<file path="config.mk">
export PLATFORM = sky130hd
export DESIGN_NAME = pwr_seq_top
export DESIGN_NICKNAME = d
export VERILOG_FILES = /design/src/rtl/pwr_seq_pkg.sv /design/src/rtl/pwr_flag_sync.sv /design/src/rtl/pwr_hold_timer.sv /design/src/rtl/pwr_seal_latch.sv /design/src/rtl/pwr_seq_fsm.sv /design/src/rtl/pwr_seq_top.sv
export SDC_FILE = /design/constraint.sdc
export NUM_CORES = 1
export LEC_CHECK = 0
export ABC_AREA = 1
export BUFFER_PORTS_ARGS = -buffer_cell sky130_fd_sc_hd__buf_2
export CORE_MARGIN = 2
export CORE_UTILIZATION = 50
export DETAILED_ROUTE_END_ITERATION = 6
export GPL_ROUTABILITY_DRIVEN = 0
export PLACE_DENSITY_LB_ADDON = 0.05
export SYNTH_ARGS = -nofsm -noshare
export SYNTH_HDL_FRONTEND = slang
export SYNTH_SLANG_ARGS = --single-unit
</file>
<file path="constraint.sdc">
create_clock -name clk -period 1.4 [get_ports clk]
set_input_delay 0.14 -clock clk [delete_from_list [all_inputs] [get_ports clk]]
set_output_delay 0.14 -clock clk [all_outputs]
set_load 0.01 [all_outputs]
</file>
<file path="src/rtl/pwr_seq_pkg.sv">
`timescale 1ns/1ps
package pwr_seq_pkg;

    // Sequencer states; reset enters ST_PROTECT.
    typedef enum logic [1:0] {
        ST_NORMAL  = 2'd0,
        ST_PROTECT = 2'd1,
        ST_BATTERY = 2'd2,
        ST_HOLD    = 2'd3
    } pwr_state_t;

    // Synchronized supply-level flags.
    typedef struct packed {
        logic trip;
        logic wp;
        logic sw;
    } lvl_t;

    localparam int LVL_W = $bits(lvl_t);

endpackage

</file>
<file path="src/rtl/pwr_flag_sync.sv">
`timescale 1ns/1ps
module pwr_flag_sync #(
    parameter int WIDTH  = 3,
    parameter int STAGES = 2
) (
    input  logic             clk,
    input  logic             rst_n,
    input  logic [WIDTH-1:0] async_i,
    output logic [WIDTH-1:0] sync_o
);

    logic [STAGES-1:0] chain [WIDTH];

    for (genvar b = 0; b < WIDTH; b++) begin : g_bit
        always_ff @(posedge clk or negedge rst_n) begin
            if (!rst_n) begin
                chain[b] <= '0;
            end else begin
                chain[b] <= {chain[b][STAGES-2:0], async_i[b]};
            end
        end
        assign sync_o[b] = chain[b][STAGES-1];
    end

endmodule

</file>
<file path="src/rtl/pwr_hold_timer.sv">
`timescale 1ns/1ps
module pwr_hold_timer #(
    parameter int HOLD_CYCLES = 40_000_000
) (
    input  logic                               clk,
    input  logic                               rst_n,
    input  logic                               run_i,
    output logic                               done_o,
    output logic [$clog2(HOLD_CYCLES+1)-1:0]   cnt_o
);

    localparam int CW = $clog2(HOLD_CYCLES + 1);
    localparam logic [CW-1:0] LAST = CW'(HOLD_CYCLES - 1);

    logic [CW-1:0] cnt;

    // Count only while running; any pause clears the count.
    always_ff @(posedge clk or negedge rst_n) begin
        if (!rst_n) begin
            cnt <= '0;
        end else if (!run_i) begin
            cnt <= '0;
        end else if (cnt != LAST) begin
            cnt <= cnt + 1'b1;
        end
    end

    assign done_o = run_i && (cnt == LAST);
    assign cnt_o  = cnt;

endmodule

</file>
<file path="src/rtl/pwr_seal_latch.sv">
`timescale 1ns/1ps
module pwr_seal_latch (
    input  logic clk,
    input  logic rst_n,
    input  logic arm_i,
    output logic armed_o
);

    // Set once, never cleared except by controller reset.
    always_ff @(posedge clk or negedge rst_n) begin
        if (!rst_n) begin
            armed_o <= 1'b0;
        end else if (arm_i) begin
            armed_o <= 1'b1;
        end
    end

endmodule

</file>
<file path="src/rtl/pwr_seq_fsm.sv">
`timescale 1ns/1ps
module pwr_seq_fsm
    import pwr_seq_pkg::*;
(
    input  logic       clk,
    input  logic       rst_n,
    input  lvl_t       lvl_i,
    input  logic       hold_done_i,
    output logic       hold_run_o,
    output pwr_state_t state_o,
    output logic       wr_prot_o,
    output logic       out_en_o,
    output logic       src_batt_o,
    output logic       rst_pull_o
);

    pwr_state_t state, nxt;

    // State register
    always_ff @(posedge clk or negedge rst_n) begin
        if (!rst_n) begin
            state <= ST_PROTECT;
        end else begin
            state <= nxt;
        end
    end

    // Transitions
    always_comb begin
        nxt = state;
        unique case (state)
            ST_NORMAL: begin
                if (!lvl_i.wp) nxt = ST_PROTECT;
            end
            ST_PROTECT: begin
                if (!lvl_i.sw)        nxt = ST_BATTERY;
                else if (lvl_i.trip)  nxt = ST_HOLD;
            end
            ST_BATTERY: begin
                if (lvl_i.sw) nxt = ST_PROTECT;
            end
            ST_HOLD: begin
                if (!lvl_i.trip)      nxt = ST_PROTECT;
                else if (hold_done_i) nxt = ST_NORMAL;
            end
            default: nxt = ST_PROTECT;
        endcase
    end

    // Outputs
    always_comb begin
        wr_prot_o  = 1'b1;
        out_en_o   = 1'b0;
        src_batt_o = 1'b0;
        rst_pull_o = 1'b1;
        hold_run_o = 1'b0;
        unique case (state)
            ST_NORMAL: begin
                wr_prot_o  = 1'b0;
                out_en_o   = 1'b1;
                rst_pull_o = !lvl_i.trip;
            end
            ST_PROTECT: ;
            ST_BATTERY: src_batt_o = 1'b1;
            ST_HOLD:    hold_run_o = 1'b1;
            default: ;
        endcase
    end

    assign state_o = state;

endmodule

</file>
<file path="src/rtl/pwr_seq_top.sv">
`timescale 1ns/1ps
module pwr_seq_top
    import pwr_seq_pkg::*;
#(
    parameter int HOLD_CYCLES = 40_000_000,
    parameter int SYNC_STAGES = 2
) (
    input  logic clk,
    input  logic rst_n,
    input  logic lvl_trip_i,
    input  logic lvl_wp_i,
    input  logic lvl_sw_i,
    output logic wr_prot_o,
    output logic out_en_o,
    output logic src_batt_o,
    output logic batt_armed_o,
    output logic rst_pull_o
);

    localparam int CW = $clog2(HOLD_CYCLES + 1);

    logic [LVL_W-1:0] raw_lvl, syn_lvl;
    lvl_t             lvl_s;
    logic             s_trip, s_wp, s_sw;
    logic             hold_run, hold_done;
    logic [CW-1:0]    hold_cnt;
    pwr_state_t       state;

    assign raw_lvl = {lvl_trip_i, lvl_wp_i, lvl_sw_i};

    pwr_flag_sync #(.WIDTH(LVL_W), .STAGES(SYNC_STAGES)) u_sync (
        .clk    (clk),
        .rst_n  (rst_n),
        .async_i(raw_lvl),
        .sync_o (syn_lvl)
    );

    assign lvl_s  = lvl_t'(syn_lvl);
    assign s_trip = lvl_s.trip;
    assign s_wp   = lvl_s.wp;
    assign s_sw   = lvl_s.sw;

    pwr_seq_fsm u_fsm (
        .clk        (clk),
        .rst_n      (rst_n),
        .lvl_i      (lvl_s),
        .hold_done_i(hold_done),
        .hold_run_o (hold_run),
        .state_o    (state),
        .wr_prot_o  (wr_prot_o),
        .out_en_o   (out_en_o),
        .src_batt_o (src_batt_o),
        .rst_pull_o (rst_pull_o)
    );

    pwr_hold_timer #(.HOLD_CYCLES(HOLD_CYCLES)) u_hold (
        .clk   (clk),
        .rst_n (rst_n),
        .run_i (hold_run),
        .done_o(hold_done),
        .cnt_o (hold_cnt)
    );

    pwr_seal_latch u_seal (
        .clk    (clk),
        .rst_n  (rst_n),
        .arm_i  (s_trip),
        .armed_o(batt_armed_o)
    );

endmodule

</file>
**After elaboration in Yosys (flattened, before gate mapping)**

Cells that the tools add are included.

- Output and inout bits: 5
- Bits in latches: 0
- Logic and storage cells: 35
- Bits in registers: 35
- Bits in writable memories: 0
- Input port bits: 5
- Memories kept: 0
- Bits in read-only memories: 0

- Multipliers: 0
- Reductions and logical operators: 4
- Divide/modulo/power cells: 0
- Multiplexer cells: 14
- Magnitude comparators: 0
- Shift-type cells: 0
- Bitwise gates (word level): 0
- Add/sub/neg operators: 1
- Eq/ne operators: 10

Operator list:

| kind | count |
|---|---|
| $mux W26 | 2 |
| $add A26 B1 Y26 const B | 1 |
| $eq A26 B26 Y1 const B | 1 |
| $ne A26 B26 Y1 const B | 1 |
| $mux W2 | 6 |
| $pmux W2 S4 | 1 |
| $ne A2 B2 Y1 const B | 3 |
| $ne A3 B3 Y1 const B | 2 |
| $mux W1 | 5 |
| $eq A2 B2 Y1 const B | 2 |
| $reduce_and A4 Y1 | 1 |
| $eq A2 B1 Y1 const B | 1 |
| $logic_not A2 Y1 | 1 |
| $logic_and A1 B1 Y1 | 1 |
| $logic_not A1 Y1 | 1 |

**Longest topological paths before layout**

Gate-level depths: netlist of run 1.

- Depth after elaboration: 6
- Depth in mapped cells: 10
- Depth with buffers taken out: 10

**Hierarchy**

A second synthesis of run 1 with hierarchy kept.

- Cells, all modules: 326
- Area total of the unflattened synthesis: 2187.1 um^2

Modules (own cells, without submodules):

| module | area an instance (um^2) | cells an instance | seq. area each (um^2) | instances |
|---|---|---|---|---|
| pwr_hold_timer | 1810.5 | 283 | 650.6 | 1 |
| pwr_flag_sync | 172.7 | 9 | 150.1 | 1 |
| pwr_seq_fsm | 167.7 | 30 | 51.3 | 1 |
| pwr_seal_latch | 36.3 | 4 | 25.0 | 1 |

**Worst setup path before layout of run 1**

OpenSTA, ideal clock, no wires.

- Path kind: register -> register
- Start: reg u_hold.cnt[0] (netlist: u_hold.cnt_o[0])
- End: reg u_hold.cnt[8] (netlist: u_hold.cnt_o[8])
- Arrival time: 1.341 ns
- Clock period less this slack: 1.461 ns
- Stages on the path, launching flop included: 9
- Setup time: 0.120 ns
- Setup slack: -0.061 ns
- Buffers on the path: 0
- Data required time: 1.280 ns
- Cell sequence: dfrtp_1 ha_1 nand3_1 inv_2 nand2_4 inv_2 or2_2 nand3_1 nand2_1

- Word-level cells in the longest chain between the ends: 3
- Elaborated cells between the ends (all ways): 5
- Those cells by class: add/sub (1); eq/ne (2); mux (2)

Ends and longest elaborated chain:

| element | line | source |
|---|---|---|
| start, declared | pwr_hold_timer.sv:15 | `logic [CW-1:0] cnt;` |
| start signal, assigned | pwr_hold_timer.sv:24 | `cnt <= cnt + 1'b1;` |
| $add A26 B1 Y26 | pwr_hold_timer.sv:24 |  |
| $mux W26 | pwr_hold_timer.sv:23 | `end else if (cnt != LAST) begin` |
| $mux W26 | pwr_hold_timer.sv:21 | `end else if (!run_i) begin` |

Several ways; a longest one is shown, not always the timed one. The select of a mux whose other input is x is not followed.
A chain may end at the register's enable or synchronous reset.

**Worst setup path after layout of run 1**

- Start: reg u_hold.cnt[1] (netlist: u_hold.cnt_o[1])
- End: reg u_hold.cnt[8] (netlist: u_hold.cnt_o[8])

The elaborated chain is that of the path after synthesis.

==> results of run 1 <==
[cells in the final DEF (no fill, tap or decap), types with 2 or more instances in the layout]
cell	instances
nor2_1	39
o21ai_1	3
dlygate4sd3_1	4
clkinv_4	2
nand2_2	8
nand2_1	55
xnor2_1	2
dfrtp_1	30
o21ai_0	5
nand4_1	11
a31oi_1	3
clkbuf_8	5
buf_4	25
nand3_1	19
xor2_1	3
nor3_1	4
inv_1	24
inv_2	6
nor2_2	6
a21oi_1	4
nand2_4	4
or2_2	3
nor3_4	2
buf_2	9
nor2_4	6
dfrtp_2	4
nand3_4	2
[worst register-to-register path, stage by stage (launching register included)]
cell and delay (ns):
dfrtp_1 0.39, ha_2 0.21, nand3_4 0.09, inv_4 0.05, nand2_8 0.10, inv_2 0.05, or2_2 0.28, nand3_2 0.06
nand2_1 0.05
[worst min path at each step]
stage                     from               end  slack, ns  cells after the start
6_report       u_sync.chain[4]  u_sync.sync_o[0]       0.36                      0
3_5_place_dp             rst_n   u_hold.cnt_o[4]       0.20                      2
5_1_grt        u_sync.chain[0]  u_sync.sync_o[2]       0.37                      0
3_3_place_gp             rst_n   u_hold.cnt_o[5]       0.20                      2
4_1_cts        u_sync.chain[0]  u_sync.sync_o[2]       0.36                      0
2_1_floorplan            rst_n  u_fsm.state_o[1]      -0.16                      0
[power groups by stage]
stage               clock network, mW  logic [mW]  registers, mW
floorplan                           0       0.381           1.16
detailed placement                  0       0.650           1.15
finish                          0.936       0.680           1.13
CTS                             0.971       0.669           1.13
global placement                    0       0.647           1.16
global route                     1.01       0.763           1.15
[state kept, by name, summed over array words and instances (netlist names)]
name and count:
u_seal.armed_o 1, u_sync.sync_o 3, u_sync.chain 3, u_hold.cnt_o 26
u_fsm.state_o 2
[cell type report]
cell class / instances / area share
clock buffers: 5 / 0.02732
multi-input cells: 189 / 0.4163
repair buffers: 39 / 0.1128
inverters: 32 / 0.05067
well taps: 48 / 0.02384
clock inverters: 3 / 0.01888
flip-flops and latches: 35 / 0.3502
[routing by layer]
layer / vias up / share of wire / GRT usage
met4: 0 / 0.015 / 0.08418
met5: - / 0 / 0
li1: 914 / - / -
met3: 5 / 0.043 / 0.05068
met2: 37 / 0.45 / 0.3563
met1: 798 / 0.49 / 0.3265
[logic make-up (layout without fill, tap and decap cells)]
logic type / count (synthesis) / count (layout) / share of synthesized area
flops: 35 / 35 / 0.4442
compound gates: 16 / 16 / 0.04309
fa+ha+maj: 1 / 1 / 0.006336
simple gates: 167 / 167 / 0.4183
xor+xnor: 5 / 5 / 0.02218
buf+inv: 34 / 79 / 0.06591
[repair_timing]
item | 4_1_cts | 5_1_grt
hold buffers | 4 | 0
gates cloned | 0 | 0
buffers inserted | 1 | 6
resized for setup | 6 | 20
pin swaps | 2 | 4
hold endpoints to repair | 37 | 0
setup endpoints to repair | 7 | 22
==> results.yml, run 1 <==
floorplanning:
  die-area_sq_um: 4468
  core_area_sq_um: 3716
  die_h_um: 66.84
  start_util: 0.5313
  rows: 22
  io_pins: 10
  die_w_um: 66.84
sta:
  fin_hold_ws_ns: 0.3556
  layout_setup_ws_ns: 0.01375
  setup_viol: 0
  post-route-min-period_ns: 1.386
  slew_headroom: 0.7095
  tightest_slew_ns: 0.4358
  tns_ns: 0
  rsz0062_at_grt: "true"
  fin_crit_sh: 0.9902
  finalClockSkew_ns: 0.01179
  max_freq_mhz: 721.4
  finalHoldViolCount: 0
  drv_slew: 0
yosys:
  syn_avg_cell_area_sq_um: 7.653
  synth.most_common_cell: "nand2_1"
  ys_seq_elements: 35
  ys_warn_count: 0
  synth_area_sq_um: 1974
  synth_cell_type_count: 30
  synth_top_cells_by_area: "dfrtp_1 43%, nand2_1 11%, nor2_1 8.0%, nand3_1 5.3%, inv_1 4.8%"
  syn_inst: 258
  synth_top_area_cell: "dfrtp_1"
  synth_fp_nets: 264
  yosysTopAreaCellShare: 0.4309
  synth-main-ff-cell: "dfrtp_1"
  synth-async-reset-ratio: 1.000
  synth-edff-count: 0
  yosysSeqAreaShare: 0.4442
  synth_commonest_cells: "57 x nand2_1, 42 x nor2_1, 34 x dfrtp_1, 25 x inv_1, 21 x nand3_1"
global_routing:
  antenna_found_initial: 0
  grt_first_pass_wirelength_mm: 7.638
  grt_remaining_overflow: 0
  grt_pass1_vias: 1639
  grt_max_degree: 36
  grt_use_total: 0.2338
power:
  sequentialPowerShare: 0.413
  clkPwrFrac: 0.340
  comb_power_share: 0.247
  switching_share: 0.3147
  power_density_nw_per_um2: 1092
  peakVddDrop_v: 0.0009173
  internal_power_mw: 1.885
  p_switching_uw: 865.4
  leakage_nw: 1.197
  power_mw: 2.750
cts:
  h-tree-depth: 2
  cts_inserted_buffers: 5
  clock-sinks: 35
  cts-root-buf: "clkbuf_8"
  clk_pin_slew_ns: 0.08
  cts_tree: "yes"
  clock_latency_ns: 0.30
  ctsLongestPathBuffers: 2
critical_path:
  critical_path_depth: 8
  cp_cell_sequence: "ha_2 > nand3_4 > inv_4 > nand2_8 > inv_2 > or2_2 > nand3_2 > nand2_1"
  critPathBufInv: 2
  worst_setup_path_end_kind: "flip-flop"
  r2r_slack_ns: 0.01
  cp-start-kind: "flip-flop"
  startpoint: "u_hold.cnt_o[1]"
  arrival_ns: 1.56
  reg2reg_depth: 8
  crit_type: "flip-flop to flip-flop"
  worst-endpoint-required_ns: 1.58
  worst_path_max_delay_cell: "dfrtp_1"
  cpPeakStageDelay_ns: 0.39
  rr_startpoint: "u_hold.cnt_o[1]"
  r2r-end: "u_hold.cnt_o[8]"
  crit_family: "simple AND/OR/NAND/NOR gates"
  critPathCapture: "u_hold.cnt_o[8]"
  worstPathMaxFanout: 7
final_layout:
  n_fill_cell: 314
  finalInstanceArea_sq_um: 2519
  multi_input_area_sq_um: 1049
  finish.utilization: 0.6778
  drive_gt1_frac: 0.3069
  antenna_cells: 0
  layoutNonFillerInstCount: 351
  num-nets-final: 308
  area_growth_pct: 27.57
  seqCellArea_sq_um: 882.1
placement:
  portBuffers: 9
  dp.cells: 332
  placed_cell_area_sq_um: 2225
  place_ws_ns: 0.006018
  hpwl_mm: 3.154
routing:
  vias: 1754
  wl_per_cell_um: 12.61
  wl_mm: 4.425
  drt-initial-drc-count: 123
  drc_errors: 0
  drt_first_pass_iters: 4
  via_per_inst: 4.997
  ant_nets: 0
outcome:
  status: "finished, final reports clean"
run:
  maxCapViolCount: 0
min_path:
  holdCritPathClass: "flip-flop to flip-flop"
Power figures use the tool's default switching activity.
==> inputs of run 2 (changes only) <==
Settings changed: GPL_TIMING_DRIVEN set to 0.
==> results.yml, run 2 (synthesized netlist as in run 1, its figures left out) <==
critical_path:
  worst_path_max_delay_cell: "dfrtp_1"
  worst-endpoint-required_ns: 1.59
  worstPathMaxFanout: 7
  arrival_ns: 1.63
  worst_setup_path_end_kind: "flip-flop"
  cp_cell_sequence: "ha_2 > nand3_2 > inv_4 > nand2_8 > nor2_4 > nand2_4 > nand2_4 > nand2_2 > nand2_2 > nand2_1"
  rr_startpoint: "u_hold.cnt_o[1]"
  crit_type: "flip-flop to flip-flop"
  startpoint: "u_hold.cnt_o[1]"
  cp-start-kind: "flip-flop"
  cpPeakStageDelay_ns: 0.37
final_layout:
  antenna_cells: 0
  n_fill_cell: 324
  finalInstanceArea_sq_um: 2466
  area_growth_pct: 24.91
  final_cell_mix: "55 x nand2_1, 39 x nor2_1, 32 x dfrtp_1"
  num-nets-final: 298
  layoutNonFillerInstCount: 341
  largest_register_ffs: 26
  final_common_cell: "nand2_1"
  drive_gt1_frac: 0.2799
power:
  peakVddDrop_v: 0.0009291
  leakage_nw: 1.175
  power_density_nw_per_um2: 1188
sta:
  drv_slew: 0
  post-route-min-period_ns: 1.438
  layout_setup_ws_ns: -0.03777
  rsz0062_at_grt: "true"
  finalHoldViolCount: 0
  setup_viol: 7
  tightest_slew_ns: 0.7577
  finalClockSkew_ns: 0.008647
  fin_crit_sh: 1.027
  fin_hold_ws_ns: 0.3509
  slew_headroom: 0.4949
  max_freq_mhz: 695.5
placement:
  portBuffers: 9
  hpwl_mm: 2.933
  dp.cells: 315
  placed_cell_area_sq_um: 2092
routing:
  drc_errors: 0
  wl_mm: 4.201
  vias: 1688
  drt-initial-drc-count: 72
  ant_nets: 0
  drt_first_pass_iters: 4
  wl_per_cell_um: 12.32
  via_per_inst: 4.950
global_routing:
  grt_first_pass_wirelength_mm: 7.203
  antenna_found_initial: 0
  grt.met3_usage: 0.04223
  grt_max_degree: 36
  grt_remaining_overflow: 0
  grt_pass1_vias: 1566
  grt_use_total: 0.2176
  grt-busiest-layer: "met2"
  grtUsageMet1: 0.3132
  grt_util_met2: 0.3175
floorplanning:
  start_util: 0.5313
  die-area_sq_um: 4468
  io_pins: 10
  die_w_um: 66.84
  die_h_um: 66.84
  core_area_sq_um: 3716
  rows: 22
min_path:
  hp-start: "u_sync.chain[2]"
  holdCritPathClass: "flip-flop to flip-flop"
outcome:
  violations: "negative setup slack"
  status: "complete, but fails checks"
cts:
  h-tree-depth: 2
  cts_tree: "yes"
  clk_pin_slew_ns: 0.08
  cts-root-buf: "clkbuf_8"
  clock_latency_ns: 0.30
  ctsLongestPathBuffers: 2
  clock-sinks: 35
  cts_inserted_buffers: 5
run:
  maxCapViolCount: 0
==> run 2: changes by cell type in the layout (fill, tap and decap cells not counted), moves of 2 or more <==
cell | previous run | this run
buf_4 | 25 | 13
dfrtp_2 | 4 | 2
clkinv_4 | 2 | 0
dfrtp_1 | 30 | 32
nand3_2 | 1 | 3
==> run 2: what timing repair did <==
item / in CTS / in global routing
hold buffers: 4 / 0
endpoints found under the hold margin: 37 / 0
pin swaps: 1 / 9
setup endpoints to repair: 24 / 25
resized for setup: 11 / 19
buffers inserted: 8 / 6
==> run 2: per-layer routing <==
| layer | vias to the layer above | share of wire | wire length (um) |
|---|---|---|---|
| li1 | 889 | - | - |
| met5 | - | 0 | 0 |
| met2 | 25 | 0.43 | 1816 |
| met4 | 0 | 0.020 | 85 |
| met1 | 764 | 0.51 | 2151 |
| met3 | 10 | 0.035 | 147 |
==> run 2: cell type report <==
type                            instances  area [sq um]  area share
Sequential cell                        35         879.6      0.3567
Clock inverter                          2         60.06     0.02435
Timing Repair Buffer                   27         193.9     0.07864
Multi-Input combinational cell        189          1056      0.4282
Clock buffer                            6         72.57     0.02943
Tap cell                               48         60.06     0.02435
Buffer                                  2         18.77    0.007610
Inverter                               32         125.1     0.05074
==> run 2: worst max-delay path, delay by kind of cell (launching register included) <==
kind,cells,cell delay [ns]
adders and majority gates,1,0.20
DFF,1,0.37
buffers and inverters,1,0.10
and+or+nand+nor,8,0.66
==> run 2: path summary, 6_finish.rpt <==
| path | to | slack (ns) | cells past startpoint |
|---|---|---|---|
| min in group asynchronous | u_hold.cnt_o[2] | 0.44 | 2 |
| worst max-delay path | u_fsm.state_o[1] | -0.04 | 10 |
| worst min-delay path | u_sync.sync_o[1] | 0.35 | 0 |
| worst max register to register | u_fsm.state_o[1] | -0.04 | 10 |
| max in group asynchronous | u_hold.cnt_o[12] | 0.43 | 2 |
| worst min register to register | u_sync.sync_o[1] | 0.35 | 0 |
==> run 2: power breakdown <==
| part | switching [mW] | leakage [nW] | internal [mW] | total (mW) |
|---|---|---|---|---|
| clock network | 0.381 | 0.0654 | 0.712 | 1.09 |
| registers | 0.0686 | 0.461 | 1.08 | 1.15 |
| logic | 0.421 | 0.648 | 0.262 | 0.683 |
| total | 0.871 | 1.17 | 2.06 | 2.93 |
==> run 2: stage by stage <==
stage                     utilization  setup TNS, ns  power (mW)  setup WS [ns]
final                          0.6636        -0.1100       2.929       -0.03777
after global routing           0.6636         -1.841       3.086        -0.1548
after CTS                      0.6387       -0.04871       2.891       -0.01804
after detailed placement       0.5630         -2.072       1.723        -0.1772
after global placement         0.5630         -1.765       1.715        -0.1736
after floorplan                     -       -0.02827       1.540       -0.01184
